===== src/rtl/stf_pkg.sv =====
package stf_pkg;
  localparam int NPORT  = 4;
  localparam int PW     = $clog2(NPORT);
  localparam int DW     = 32;
  localparam int OK_BIT  = 10;
  localparam int ERR_BIT = 9;

  // bit position of each port's initiate field
  function automatic int init_pos(input int p);
    case (p)
      0:       return 7;
      1:       return 8;
      2:       return 11;
      default: return 13;
    endcase
  endfunction

  // mask of every implemented bit
  function automatic logic [DW-1:0] live_mask();
    logic [DW-1:0] m;
    m = '0;
    for (int p = 0; p < NPORT; p++) m[init_pos(p)] = 1'b1;
    m[OK_BIT]  = 1'b1;
    m[ERR_BIT] = 1'b1;
    return m;
  endfunction
endpackage


===== src/rtl/stf_edge_detect.sv =====
module stf_edge_detect #(
  parameter int W = 4
) (
  input  logic         clk,
  input  logic         rst,
  input  logic [W-1:0] level,
  output logic [W-1:0] rise
);
  logic [W-1:0] prev_q;

  always_ff @(posedge clk) begin
    if (rst) prev_q <= '0;
    else     prev_q <= level;
  end

  assign rise = level & ~prev_q;
endmodule


===== src/rtl/stf_status_reg.sv =====
module stf_status_reg
  import stf_pkg::*;
#(
  parameter int N = NPORT
) (
  input  logic          clk,
  input  logic          rst,
  input  logic          wr_hit,
  input  logic [DW-1:0] wdata,
  input  logic          set_ok,
  input  logic          set_err,
  output logic [N-1:0]  init_q,
  output logic          ok_q,
  output logic          err_q
);
  logic unused_wdata;
  assign unused_wdata = ^wdata;

  for (genvar p = 0; p < N; p++) begin : g_init
    always_ff @(posedge clk) begin
      if (rst)         init_q[p] <= 1'b0;
      else if (wr_hit) init_q[p] <= wdata[init_pos(p)];
    end
  end

  // a new completion wins over a same-cycle clear
  always_ff @(posedge clk) begin
    if (rst) begin
      ok_q  <= 1'b0;
      err_q <= 1'b0;
    end else begin
      if (set_ok)                         ok_q <= 1'b1;
      else if (wr_hit && wdata[OK_BIT])   ok_q <= 1'b0;
      if (set_err)                        err_q <= 1'b1;
      else if (wr_hit && wdata[ERR_BIT])  err_q <= 1'b0;
    end
  end
endmodule


===== src/rtl/stf_launch_arbiter.sv =====
module stf_launch_arbiter #(
  parameter int N  = 4,
  parameter int PW = 2
) (
  input  logic          clk,
  input  logic          rst,
  input  logic [N-1:0]  rise,
  input  logic [N-1:0]  present,
  input  logic [N-1:0]  ready,
  input  logic [N-1:0]  enable,
  input  logic          tx_done,
  input  logic          tx_ok,
  output logic          launch_req,
  output logic [PW-1:0] launch_port,
  output logic          busy,
  output logic          done_ok,
  output logic          done_err
);
  logic [N-1:0]  en_prev_q;
  logic [N-1:0]  locked_q;
  logic [PW-1:0] cur_q;
  logic [N-1:0]  elig;
  logic [PW-1:0] pick;
  logic          any;

  assign elig = rise & present & ready & ~locked_q;

  always_comb begin
    pick = '0;
    any  = 1'b0;
    for (int p = N - 1; p >= 0; p--) begin
      if (elig[p]) begin
        pick = PW'(p);
        any  = 1'b1;
      end
    end
  end

  assign done_ok  = busy & tx_done & tx_ok;
  assign done_err = busy & tx_done & ~tx_ok;

  always_ff @(posedge clk) begin
    if (rst) begin
      en_prev_q   <= '0;
      locked_q    <= '0;
      cur_q       <= '0;
      busy        <= 1'b0;
      launch_req  <= 1'b0;
      launch_port <= '0;
    end else begin
      launch_req <= 1'b0;
      en_prev_q  <= enable;
      for (int p = 0; p < N; p++)
        if (enable[p] && !en_prev_q[p]) locked_q[p] <= 1'b0;
      if (busy) begin
        if (tx_done) begin
          busy <= 1'b0;
          if (tx_ok) locked_q[cur_q] <= 1'b1;
        end
      end else if (any) begin
        launch_req  <= 1'b1;
        launch_port <= pick;
        cur_q       <= pick;
        busy        <= 1'b1;
      end
    end
  end
endmodule


===== src/rtl/stf_launch_ctrl.sv =====
module stf_launch_ctrl
  import stf_pkg::*;
#(
  parameter int              ADDR_W     = 8,
  parameter logic [ADDR_W-1:0] REG_OFFSET = 8'hE0
) (
  input  logic              clk,
  input  logic              rst,
  input  logic              reg_wr,
  input  logic [ADDR_W-1:0] reg_addr,
  input  logic [DW-1:0]     reg_wdata,
  output logic [DW-1:0]     reg_rdata,
  input  logic [NPORT-1:0]  port_present,
  input  logic [NPORT-1:0]  port_ready,
  input  logic [NPORT-1:0]  port_enable,
  input  logic              tx_done,
  input  logic              tx_ok,
  output logic              launch_req,
  output logic [PW-1:0]     launch_port,
  output logic              busy
);
  logic             wr_hit;
  logic [NPORT-1:0] init_q;
  logic [NPORT-1:0] init_rise;
  logic             ok_q, err_q;
  logic             done_ok, done_err;

  assign wr_hit = reg_wr && (reg_addr == REG_OFFSET);

  stf_status_reg #(.N(NPORT)) u_stat (
    .clk     (clk),
    .rst     (rst),
    .wr_hit  (wr_hit),
    .wdata   (reg_wdata),
    .set_ok  (done_ok),
    .set_err (done_err),
    .init_q  (init_q),
    .ok_q    (ok_q),
    .err_q   (err_q)
  );

  stf_edge_detect #(.W(NPORT)) u_edge (
    .clk   (clk),
    .rst   (rst),
    .level (init_q),
    .rise  (init_rise)
  );

  stf_launch_arbiter #(.N(NPORT), .PW(PW)) u_arb (
    .clk         (clk),
    .rst         (rst),
    .rise        (init_rise),
    .present     (port_present),
    .ready       (port_ready),
    .enable      (port_enable),
    .tx_done     (tx_done),
    .tx_ok       (tx_ok),
    .launch_req  (launch_req),
    .launch_port (launch_port),
    .busy        (busy),
    .done_ok     (done_ok),
    .done_err    (done_err)
  );

  always_comb begin
    reg_rdata = '0;
    for (int p = 0; p < NPORT; p++) reg_rdata[init_pos(p)] = init_q[p];
    reg_rdata[OK_BIT]  = ok_q;
    reg_rdata[ERR_BIT] = err_q;
  end
endmodule


===== config.mk =====
export PLATFORM = sky130hd
export DESIGN_NAME = stf_launch_ctrl
export DESIGN_NICKNAME = d
export VERILOG_FILES = /design/src/rtl/stf_pkg.sv /design/src/rtl/stf_edge_detect.sv /design/src/rtl/stf_status_reg.sv /design/src/rtl/stf_launch_arbiter.sv /design/src/rtl/stf_launch_ctrl.sv
export SDC_FILE = /design/constraint.sdc
export NUM_CORES = 1
export LEC_CHECK = 0
export BUFFER_PORTS_ARGS = -buffer_cell sky130_fd_sc_hd__buf_4
export CORE_AREA = 2 2 47 70
export DETAILED_ROUTE_END_ITERATION = 7
export DIE_AREA = 0 0 49 72
export GPL_TIMING_DRIVEN = 1
export PLACE_DENSITY = 0.77
export SYNTH_ARGS = -nofsm -noshare
export SYNTH_HDL_FRONTEND = slang
export SYNTH_SLANG_ARGS = --single-unit

===== constraint.sdc =====
create_clock -name clk -period 1.8 [get_ports clk]
set_input_delay 0.36 -clock clk [delete_from_list [all_inputs] [get_ports clk]]
set_output_delay 0.36 -clock clk [all_outputs]
set_load 0.03 [all_outputs]

# After elaboration in Yosys (flattened, before gate mapping)

Cells that the tools add are included.

Bits in registers: 22
Latch bits: 0
Memory bits (writable): 0
ROM bits: 0
Input bits: 57
Output and inout port bits: 36
Logic and storage cells: 71
Memories: 0

Add/subtract/negate cells: 0
$mul: 0
Div/mod/pow operators: 0
Order comparisons: 2
Equal/unequal tests: 1
Shift operators: 0
Multiplexer cells: 28
Bitwise logic cells: 12
Reduce and logical (&&, ||, !) cells: 16

Operators with widths:

| cell                 | number |
|---|---|
| $mux W1              | 20 |
| $and A4 B4 Y4        | 4 |
| $mux W4              | 3 |
| $eq A8 B8 Y1 const B | 1 |
| $logic_and A1 B1 Y1  | 8 |
| $mux W2              | 4 |
| $not A4 Y4           | 2 |
| $logic_not A1 Y1     | 4 |
| $or A4 B4 Y4         | 1 |
| $reduce_bool A2 Y1   | 2 |
| $and A1 B1 Y1        | 3 |
| $lt A2 B3 Y1 const B | 1 |
| $demux W1 S2         | 1 |
| $ge A2 B1 Y1 const B | 1 |
| $not A1 Y1           | 2 |
| $reduce_and A2 Y1    | 1 |
| $reduce_or A2 Y1     | 1 |

# Depth between registers and ports, before layout

Gate-level depths: netlist of run 1.

Depth after elaboration: 11
Depth in mapped cells: 5
Mapped depth without buffers: 4

# Hierarchy

A second synthesis of run 1 with hierarchy kept.

Cell total of the unflattened synthesis: 117
Area total of the unflattened synthesis: 1134.8 um^2

By module, submodules not included:

| module             | times used | cells an instance | area an instance (um^2) | seq. area each (um^2) |
|---|---|---|---|---|
| stf_launch_arbiter | 1          | 52                | 524.3                   | 240.2 |
| stf_launch_ctrl    | 1          | 32                | 239.0                   | 0.0 |
| stf_status_reg     | 1          | 21                | 231.5                   | 120.1 |
| stf_edge_detect    | 1          | 12                | 140.1                   | 80.1 |

# Least setup slack after synthesis of run 1

OpenSTA, ideal clock, no wires.

Path type: input port to flip-flop
From: input reg_addr[1]
To: register u_stat.init_q[1]
Library setup time: 0.128 ns
Arrival time: 1.432 ns
Required time: 1.672 ns
Path slack: 0.240 ns
Cell stages on the path: 5
Buffers on the path: 1
Cell sequence: or3_1 or4_1 buf_2 mux2i_1 nor2_1

Longest elaborated chain between the ends: 2

RTL lines:

| item                          | RTL line              | text |
|---|---|---|
| start, declared               | stf_launch_ctrl.sv:10 | `input logic [ADDR_W-1:0] reg_addr,` |
| $eq A8 B8 Y1                  | stf_launch_ctrl.sv:28 | `assign wr_hit = reg_wr && (reg_addr == REG_OFFSET);` |
| $logic_and A1 B1 Y1           | stf_launch_ctrl.sv:28 |  |
| end signal, assigned by index | stf_status_reg.sv:22  | `else if (wr_hit) init_q[p] <= wdata[init_pos(p)];` |
| end, declared                 | stf_status_reg.sv:12  | `output logic [N-1:0] init_q,` |

Every way passes these cells.
A chain may end at the register's enable or synchronous reset.

# Worst setup path in the final report of run 1

From: input reg_addr[1]
To: register u_stat.init_q[3]

The elaborated chain is that of the path after synthesis.

==> results.md, run 1 <==
* Status: finished, final reports clean
* Vias in the first global route at 805
* Worst Path Max Fanout at 6
* R2R Path Start: u_arb.locked_q[0]
* Pre-CTS setup slack at 0.06419 ns
* Top cell type's share of synthesized area at 42.41%
* ANT nets after route at 0
* Reg2reg end: u_arb.launch_port[0]
* Ports at 93
* Reg power frac at 50.6%
* Diode count at 0
* Fin cells at 197
* Worst hold path class: in2reg
* Iteration count of the initial detailed-routing pass at 4
* Root Buffer: clkbuf_8
* Dpl cells at 193
* Register bit total from synthesis at 22
* H-tree depth at 1
* Final hold vios at 0
* Routed WL per cell at 9.528 µm
* Routed vias at 858
* DRC at 0
* Crit path time final at 1.449 ns
* CTS tree: built
* Final GP Congestion at 0.6732
* Clock Path Buffers at 2
* Pint at 732.1 µW
* P&R area growth vs syn at 27.23%
* GRT overflow at 0
* Cell Area, Synth at 1038 µm²
* Reg2reg path depth at 4
* Worst vdd ir at 453.1 µV
* PwrDens at 736.0 nW/µm²
* Post-Syn Instances at 119
* Post-cts sizing count at 0
* Sink Count at 22
* DR vias/cell at 4.355
* Detailed placement HPWL at 1538 µm
* Clock Power Share at 35.1%
* Routed wire length at 1877 µm
* Final setup vio count at 0
* Rows at 24
* TNS Setup at 0 ns
* Combinational share of power at 14.2%
* Final net count at 216
* Worst clock skew at 0.001605 ns
* Register area share after synthesis at 42.41%
* Psw at 240.3 µW
* Die ar. at 3528 µm²
* Worst-path clk slew at 0.07 ns
* PortBufs at 40
* Crit path DAT at 1.60 ns
* Crit Path Category: in2reg
* Worst hold slack at 0.3172 ns
* Clock latency at the later pin of the worst-skew pair at 0.26 ns
* Initial detailed-routing violation count at 6
* Syn. warnings at 0
* Hold Path Stages at 3
* RSZ-0062 raised after global routing: false
* Max Cap Viol at 0
* TritonCTS Buffers at 3
* Starting Density at 35.65%
* Max-slew violations at 0
* Main area contributors after synthesis: dfxtp_1 42%, buf_4 20%, nor2_1 5.1%, mux2i_1 3.9%, nor2b_1 3.0%
* Worst setup EP type: register
* Fin crit share at 80.53%
* Hold-fix buffer count after cts at 0
* Cell taking the most area after synthesis: dfxtp_1
* GRT Total Usage at 11.41%
* Horiz. Die Dim at 49 µm
* Max Freq at 689.9 MHz
* Hold Path Sink: u_arb.en_prev_q[3]
* Post-CTS Setup Inserts at 0
* Netlist cell types at 28
* First-pass GRT wire length at 3056 µm
* Core box area at 2913 µm²
* Largest net degree at the start of global routing at 23
* Initial antenna violation count at 0
* Lkg Pwr at 0.6569 nW
* Syn Area/Cell at 8.727 µm²
* Crit path required time at 1.95 ns
* DIE HEIGHT at 72 µm
* Worst R2R Setup Slack at 0.47 ns
* CP Launch Type: input port
* Final WS setup at 0.3505 ns
* Hold_sp: port_enable[3]
* Fraction of layout cells with a size suffix above 1 at 28.48%
* Switching share of power at 24.72%
## final cells by class
type                    count  area, µm²
fillers                   325       1592
flip-flops and latches     22      440.4
multi-input cells          83      439.2
repair buffers             41      307.8
clock buffers               4      55.05
well taps                  39      48.80
inverters                   8      30.03
## worst max-delay path, cell delays in order
cell and delay (ns):
buf_4 0.10, or3_1 0.36, or4_1 0.39, buf_4 0.19, mux2i_1 0.15, nor2_1 0.05
## logic make-up after synthesis
logic type | share of synthesized area (%)
buffers and inverters | 24.34
AND/OR/NAND/NOR | 17.95
flip-flops | 42.41
AO/OA/AOI/OAI | 11.09
multiplexers | 3.856
other | 0.3611
## stage by stage
step | cell area, µm² | power, mW | util, %
after floorplan | 1132 | 0.6321 | -
after CTS | 1321 | 0.9862 | 45.36
final | 1321 | 0.9724 | 45.36
after detailed placement | 1266 | 0.6426 | 43.47
after global routing | 1321 | 1.023 | 45.36
after global placement | 1266 | 0.6407 | 43.47
## power groups by stage
stage / combinational, mW / sequential (mW) / clock, mW
floorplan: 0.128 / 0.504 / 0
global placement: 0.137 / 0.504 / 0
detailed placement: 0.139 / 0.504 / 0
CTS: 0.139 / 0.492 / 0.355
global route: 0.148 / 0.493 / 0.382
finish: 0.139 / 0.492 / 0.341
## synth_stat cells, drive strengths merged
library cell and count:
buf 29, dfxtp 22, nor2 14, inv 8, a21oi 6, o21ai 6
nor2b 5, mux2i 4, or3 3, a21o 2, and4 2, clkbuf 2
nand4 2, nand4b 2, a211oi 1, a221oi 1, a22oi 1, conb 1
nand2 1, nand2b 1, nand3 1, nand3b 1, nor4 1, o21a 1
o41ai 1, or4 1
## layout by cell type (no fill, tap or decap), drive strengths merged, types with 3 or more instances in the layout
cell type,n
buf,41
or3,3
mux2i,4
conb,26
dfxtp,22
inv,8
a21oi,6
nor2,14
o21ai,6
clkbuf,4
nor2b,5
## registers in the layout, summed over array words and instances, names as in the netlist
register           count
u_arb.launch_req       1
u_stat.init_q          4
u_arb.locked_q         4
u_stat.err_q           1
u_arb.en_prev_q        4
u_edge.prev_q          4
u_arb.busy             1
u_arb.launch_port      2
u_stat.ok_q            1
## worst max-delay path by stage
stage	start	end	slack (ns)	cells past startpoint
final	reg_addr[1]	u_stat.init_q[3]	0.35	6
after floorplan	reg_addr[1]	u_stat.init_q[1]	0.24	5
after global placement	reg_addr[1]	u_stat.init_q[1]	0.09	6
after CTS	reg_addr[1]	u_stat.init_q[3]	0.35	6
after detailed placement	reg_addr[1]	u_stat.init_q[1]	0.06	6
after global routing	reg_addr[1]	u_stat.init_q[2]	0.27	6
## metal layers
| layer | routed length, µm | global-route usage [%] |
|---|---|---|
| met1 | 701 | 10.48 |
| met4 | 40 | 7.619 |
| met5 | 0 | 0 |
| met3 | 146 | 1.852 |
| met2 | 989 | 22.53 |
No activity file was read; power rests on OpenSTA's default activity.
==> inputs of run 2 (changes only) <==
--- a/config.mk
+++ b/config.mk
@@ -5,12 +5,13 @@
 export SDC_FILE = /design/constraint.sdc
 export NUM_CORES = 1
 export LEC_CHECK = 0
+export ABC_AREA = 1
 export BUFFER_PORTS_ARGS = -buffer_cell sky130_fd_sc_hd__buf_4
-export CORE_AREA = 2 2 47 70
+export CORE_AREA = 2 2 50 76
 export DETAILED_ROUTE_END_ITERATION = 7
-export DIE_AREA = 0 0 49 72
+export DIE_AREA = 0 0 52 78
 export GPL_TIMING_DRIVEN = 1
-export PLACE_DENSITY = 0.77
+export PLACE_DENSITY = 0.73
 export SYNTH_ARGS = -nofsm -noshare
 export SYNTH_HDL_FRONTEND = slang
 export SYNTH_SLANG_ARGS = --single-unit
==> constraint.sdc (replaced) <==
create_clock -name clk -period 1.2 [get_ports clk]
set_input_delay 0.24 -clock clk [delete_from_list [all_inputs] [get_ports clk]]
set_output_delay 0.24 -clock clk [all_outputs]
set_load 0.03 [all_outputs]
==> run 2 against run 1 <==
Global-route usage is 0.093 points lower. Final cell count up 21%. Non-clock buffer count is the same. Clock-buffer cell count is the same. Highest routed layer unchanged. Design area is 8.0% higher. Die area increased by 15%. Utilization is 2.8 points lower. Clock power rose by 52%. Largest cell class is now multi-input combinational cells. Wire length grew 14%.
==> results.md, run 2 <==
* Final GP Congestion at 0.7306 (+8.5%)
* Max Cap Viol at 0 (unchanged)
* Rows at 26 (+8.3%)
* Post-Syn Instances at 157 (+32%)
* Top cell type's share of synthesized area at 39.29% (-3.1 points)
* TritonCTS Buffers at 3 (unchanged)
* Root Buffer: clkbuf_8
* Worst hold slack at 0.1844 ns (-0.1327 ns)
* Core box area at 3351 µm² (+15%)
* Total power at 1.487 mW (+53%)
* Register bit total from synthesis at 22 (unchanged)
* Crit path DAT at 0.87 ns (-0.73 ns)
* Syn Area/Cell at 7.141 µm² (-18%)
* Dpl cells at 234 (+21%)
* Syn. warnings at 0 (unchanged)
* Fraction of layout cells with a size suffix above 1 at 31.47% (+3.0 points)
* Largest net degree at the start of global routing at 18 (-22%)
* Multiplexer share of the synthesized area at 0% (-3.9 points)
* Final WS setup at 0.09026 ns (-0.2602 ns)
* XOR/XNOR share of the synthesized area at 0% (unchanged)
* PortBufs at 40 (unchanged)
* Fin crit share at 92.48%
* Crit Path Category: reg2out
* ANT nets after route at 0 (unchanged)
* Met1 wire length at 778 µm (+11%)
* Horiz. Die Dim at 52 µm (+6.1%)
* GRT Total Usage at 11.31% (-0.093 points)
* GRT overflow at 0 (unchanged)
* Crit path required time at 0.96 ns (-0.99 ns)
* Hold Path Stages at 3 (unchanged)
* Cell taking the most area after synthesis: dfxtp_1
* First-pass GRT wire length at 3436 µm (+12%)
* Initial antenna violation count at 0 (unchanged)
* Starting Density at 33.46% (-2.2 points)
* Crit-path cells: buf_4
* Top cell types by occurrence after synthesis: 28 x buf_4, 28 x nor2_1, 22 x dfxtp_1, 22 x inv_1, 21 x nand2_1
* DRC at 0 (unchanged)
* Die ar. at 4056 µm² (+15%)
* PwrDens at 1042 nW/µm² (+42%)
* Routed WL per cell at 8.979 µm (-5.8%)
* Final setup vio count at 0 (unchanged)
* H-tree depth at 1 (unchanged)
* Clock latency at the later pin of the worst-skew pair at 0.26 ns (about the same)
* Cell Area, Synth at 1121 µm² (+8.0%)
* Worst R2R Setup Slack at 0.12 ns (-0.35 ns)
* Fin cells at 239 (+21%)
* CP delay by family, top: flip-flops
* Vias in the first global route at 868 (+7.8%)
* Leading cell types in the layout, fill and taps excluded: 41 x buf_4, 26 x nor2_1, 26 x conb_1, 20 x inv_1, 20 x nand2_1
* DIE HEIGHT at 78 µm (+8.3%)
* Routed wire length at 2146 µm (+14%)
* Reg2reg path depth at 9 (+5)
* Metal2 WL at 1136 µm (+15%)
* Most common cell after layout, fill and taps aside: buf_4
* Detailed placement HPWL at 1745 µm (+13%)
* Iteration count of the initial detailed-routing pass at 4 (unchanged)
* Worst setup EP type: output pin
* Design Area, Final at 1428 µm² (+8.0%)
* Top Layer Used: met4
* Worst Path Max Fanout at 5 (-1)
* CP max stage cell: dfxtp_1
* Synth Flop Type: dfxtp_1
* Post-synth EDFFs at 0 (unchanged)
* Worst vdd ir at 726.1 µV (+60%)
* Worst clock skew at 0.003847 ns (+0.002243 ns)
* Diode count at 0 (unchanged)
* Max Freq at 901.1 MHz
* Largest family of logic cells by synthesized area: buffers and inverters
* Clock Path Buffers at 2 (unchanged)
* Final hold vios at 0 (unchanged)
* DP Area at 1349 µm² (+6.5%)
* Initial detailed-routing violation count at 7 (+1)
* P&R area growth vs syn at 27.34% (about the same)
* CP peak stage delay at 0.41 ns (+0.02 ns)
* Sink Count at 22 (unchanged)
* Register area share after synthesis at 39.29% (-3.1 points)
* Post-synth ARST share at 0% (unchanged)
* Compound-Gate Fraction of Synth Area at 7.143% (-3.9 points)
* CTS tree: built
* Worst hold path class: in2reg
* Worst-path clk slew at 0.08 ns (about the same)
* Synth Area in Adders at 0% (unchanged)
* Met3 wire len at 189 µm (+29%)
* Crit path time final at 1.110 ns
* Status: finished, final reports clean
* Main area contributors after synthesis: dfxtp_1 39%, buf_4 19%, nor2_1 9.4%, inv_1 7.4%, nand2_1 7.0%
* DR vias/cell at 4.017 (-7.8%)
* Pre-CTS setup slack at 0.07124 ns (+0.007054 ns)
* Max-slew violations at 0 (unchanged)
* TNS Setup at 0 ns (unchanged)
* Simple-Gate Fraction of Synth Area at 25.89% (+7.9 points)
* Lkg Pwr at 0.7082 nW (+7.8%)
* Crit path depth at 1 (-5)
* Netlist cell types at 18 (-36%)
* Core Util, Final at 42.61% (-2.8 points)
* CP Launch Type: register
* Ports at 93 (unchanged)
* CP bufs+invs at 1 (-1)
* Final net count at 255 (+18%)
* Routed vias at 960 (+12%)
## run 2: cell count changes in the layout (fill, tap and decap cells not counted), sizes merged, moves of 2 or more
cell,before,now
nand3,1,7
a21o,2,0
o21ai,6,8
and4,2,0
or3,3,0
nor2,14,30
nand4b,2,0
nor2b,5,0
inv,8,22
a21oi,6,8
nand2,1,24
mux2i,4,0
## run 2: layout make-up
class                   count  area (µm²)
inverters                  23       87.58
clock buffers               4       55.05
fillers                   352        1923
repair buffers             41       307.8
well taps                  42       52.55
multi-input cells         107       480.5
flip-flops and latches     22       444.2
## run 2: path summary, 6_finish.rpt
check / from / to
worst max-delay path: u_arb.launch_port[0] / launch_port[0]
worst min-delay path: port_enable[2] / u_arb.en_prev_q[2]
worst max register to register: u_stat.init_q[0] / u_arb.busy
worst min register to register: u_stat.init_q[0] / u_edge.prev_q[0]
## run 2: cell families (layout without fill, tap and decap cells)
logic type,count (synthesis),count (layout)
buffers and inverters,53,68
other,1,26
DFF,22,22
AOI/OAI and AO/OA,16,16
and+or+nand+nor,65,65
## run 2: per-layer routing
| metal | global-route usage [%] | vias to the layer above |
|---|---|---|
| met1 | 11.39 | 408 |
| li1 | - | 500 |
| met4 | 5.526 | 0 |
| met2 | 20.76 | 48 |
| met5 | 0 | - |
| met3 | 2.500 | 4 |
## run 2: repair_timing
action | in CTS | in global routing
resized for setup | 0 | 9
hold buffers | 0 | 0
buffers inserted | 0 | 1
endpoints found under the setup margin | 0 | 1
## run 2: power breakdown
part,leakage (nW),switching [mW],internal [mW]
Combinational,0.500,0.154,0.0743
Clock,0.0288,0.228,0.292
Sequential,0.180,0.00189,0.737
Total,0.708,0.384,1.10
## run 2: tightest hold or removal path: stages
cell    delay [ns]
buf_4         0.07
inv_1         0.03
nor2_1        0.06
==> inputs of run 3 (changes only) <==
--- a/config.mk
+++ b/config.mk
@@ -7,11 +7,12 @@
 export LEC_CHECK = 0
 export ABC_AREA = 1
 export BUFFER_PORTS_ARGS = -buffer_cell sky130_fd_sc_hd__buf_4
+export CAP_MARGIN = 20
 export CORE_AREA = 2 2 50 76
 export DETAILED_ROUTE_END_ITERATION = 7
 export DIE_AREA = 0 0 52 78
 export GPL_TIMING_DRIVEN = 1
-export PLACE_DENSITY = 0.73
+export PLACE_DENSITY = 0.74
 export SYNTH_ARGS = -nofsm -noshare
 export SYNTH_HDL_FRONTEND = slang
 export SYNTH_SLANG_ARGS = --single-unit
==> run 3 against run 2 <==
Critical path depth grew 1. Utilization decreased by 0.075 points. Wire length shrank 3.8%. Critical endpoint is now reg_rdata[13]. Register-to-register slack barely moved. Largest cell class unchanged. Worst hold slack better by 0.0055 ns.
==> results.md, run 3 (synthesis gave the netlist of run 2 again) <==
* Status: finished, final reports clean
* Initial antenna violation count at 0 (unchanged)
* RSZ-0062 raised after global routing: false
* Diode count at 0 (unchanged)
* Routed WL per cell at 8.604 µm (-4.2%)
* Die ar. at 4056 µm² (unchanged)
* Worst setup EP type: output pin
* CP peak stage delay at 0.31 ns (-0.10 ns)
* Rows at 26 (unchanged)
* Crit path DAT at 0.86 ns (about the same)
* Max Cap Viol at 0 (unchanged)
* Core Util, Final at 42.53% (-0.075 points)
* Final setup vio count at 0 (unchanged)
* ANT nets after route at 0 (unchanged)
* CP delay by family, top: flip-flops
* Worst-path clk slew at 0.08 ns (about the same)
* Fin cells at 240 (+0.42%)
* Worst vdd ir at 724.0 µV (-0.29%)
* Crit Path Category: reg2out
* First-pass GRT wire length at 3477 µm (+1.2%)
* H-tree depth at 1 (unchanged)
* Largest net degree at the start of global routing at 18 (unchanged)
* Fraction of layout cells with a size suffix above 1 at 29.29% (-2.2 points)
* Design Area, Final at 1425 µm² (-0.18%)
* DRC at 0 (unchanged)
* Routed vias at 940 (-2.1%)
* Final net count at 256 (+0.39%)
* P&R area growth vs syn at 27.12%
* Root Buffer: clkbuf_8
* DR vias/cell at 3.917 (-2.5%)
* Pre-CTS setup slack at 0.04922 ns (-0.02202 ns)
* Worst clock skew at 0.002186 ns (-0.001661 ns)
* DIE HEIGHT at 78 µm (unchanged)
* CP bufs+invs at 2 (+1)
* Iteration count of the initial detailed-routing pass at 4 (unchanged)
* CP max stage cell: dfxtp_1
* Horiz. Die Dim at 52 µm (unchanged)
* Leading cell types in the layout, fill and taps excluded: 42 x buf_4, 28 x nor2_1, 26 x conb_1, 22 x inv_1, 20 x nand2_1
* Detailed placement HPWL at 1729 µm (-0.96%)
* Clock Path Buffers at 2 (unchanged)
* Starting Density at 33.46% (unchanged)
* PortBufs at 40 (unchanged)
* Clock latency at the later pin of the worst-skew pair at 0.26 ns (about the same)
* Most common cell after layout, fill and taps aside: buf_4
* Final WS setup at 0.09607 ns (+0.005804 ns)
* Lkg Pwr at 0.7140 nW (+0.83%)
* Dpl cells at 235 (+0.43%)
* Fill cells at 354 (+0.57%)
* Max Freq at 905.9 MHz (+0.53%)
* CTS tree: built
* TritonCTS Buffers at 3 (unchanged)
* Worst Path Max Fanout at 3 (-2)
* Initial detailed-routing violation count at 7 (unchanged)
* Routed wire length at 2065 µm (-3.8%)
* Crit path time final at 1.104 ns (-0.005804 ns)
* Total power at 1.493 mW (+0.39%)
* Vias in the first global route at 885 (+2.0%)
* DP Area at 1356 µm² (+0.56%)
* Fin crit share at 91.99% (-0.48 points)
* TNS Setup at 0 ns (unchanged)
* Crit path required time at 0.96 ns (about the same)
* Crit-path cells: buf_4 -> buf_4
* Worst hold path class: in2reg
* Core box area at 3351 µm² (unchanged)
* Ports at 93 (unchanged)
* Final GP Congestion at 0.7177 (-1.8%)
* Worst hold slack at 0.1900 ns (+0.005534 ns)
* PwrDens at 1048 nW/µm² (+0.56%)
* Worst path most repeated cell: buf_4
* Sink Count at 22 (unchanged)
* Max-slew violations at 0 (unchanged)
* Final hold vios at 0 (unchanged)
* CP Launch Type: register
* GRT overflow at 0 (unchanged)
* GRT Total Usage at 10.91% (-0.40 points)
-- run 3: cell types whose count changed in the layout (fill, tap and decap cells not counted), sizes merged --
| cell | previous run | this run |
|---|---|---|
| buf | 41 | 42 |
-- run 3: cell type report --
cell class	instances	area, µm²	area share, %
sequential	22	444.2	31.17
inverter	23	87.58	6.146
multi-input combinational	107	470.5	33.01
timing repair buffer	42	315.3	22.12
clock buffer	4	55.05	3.863
tap	42	52.55	3.687
-- run 3: per-layer routing --
metal / GRT usage (%) / up-vias / routed length, µm
li1: - / 505 / -
met4: 3.947 / 0 / 22
met1: 11.35 / 384 / 785
met5: 0 / - / 0
met3: 1.731 / 4 / 172
met2: 20.76 / 47 / 1086
-- run 3: worst paths after layout --
check                                      start            endpoint  slack [ns]  cells after the start
worst max-delay path            u_stat.init_q[3]       reg_rdata[13]         0.1                      2
worst min-delay path              port_enable[0]  u_arb.en_prev_q[0]        0.19                      3
worst max register to register  u_stat.init_q[1]    u_arb.launch_req        0.11                      7
worst min register to register      u_stat.err_q        u_stat.err_q        0.47                      2
-- run 3: where the power goes --
| part | switching (mW) | internal [mW] | leakage [nW] |
|---|---|---|---|
| combinational | 0.154 | 0.0742 | 0.505 |
| clock | 0.234 | 0.292 | 0.0288 |
| sequential | 0.00183 | 0.737 | 0.180 |
-- run 3: timing repair --
action,CTS,global route
setup buffers,0,1
setup endpoints to repair,0,1
hold buffers,0,0
resized for setup,0,4
-- run 3: worst reg2reg max path, cell delays in order (launching register included) --
cell,delay (ns)
dfxtp_2,0.34
inv_1,0.05
nor2_1,0.10
nand3_1,0.11
nand2_1,0.09
nand2_2,0.06
buf_4,0.13
a21oi_1,0.14
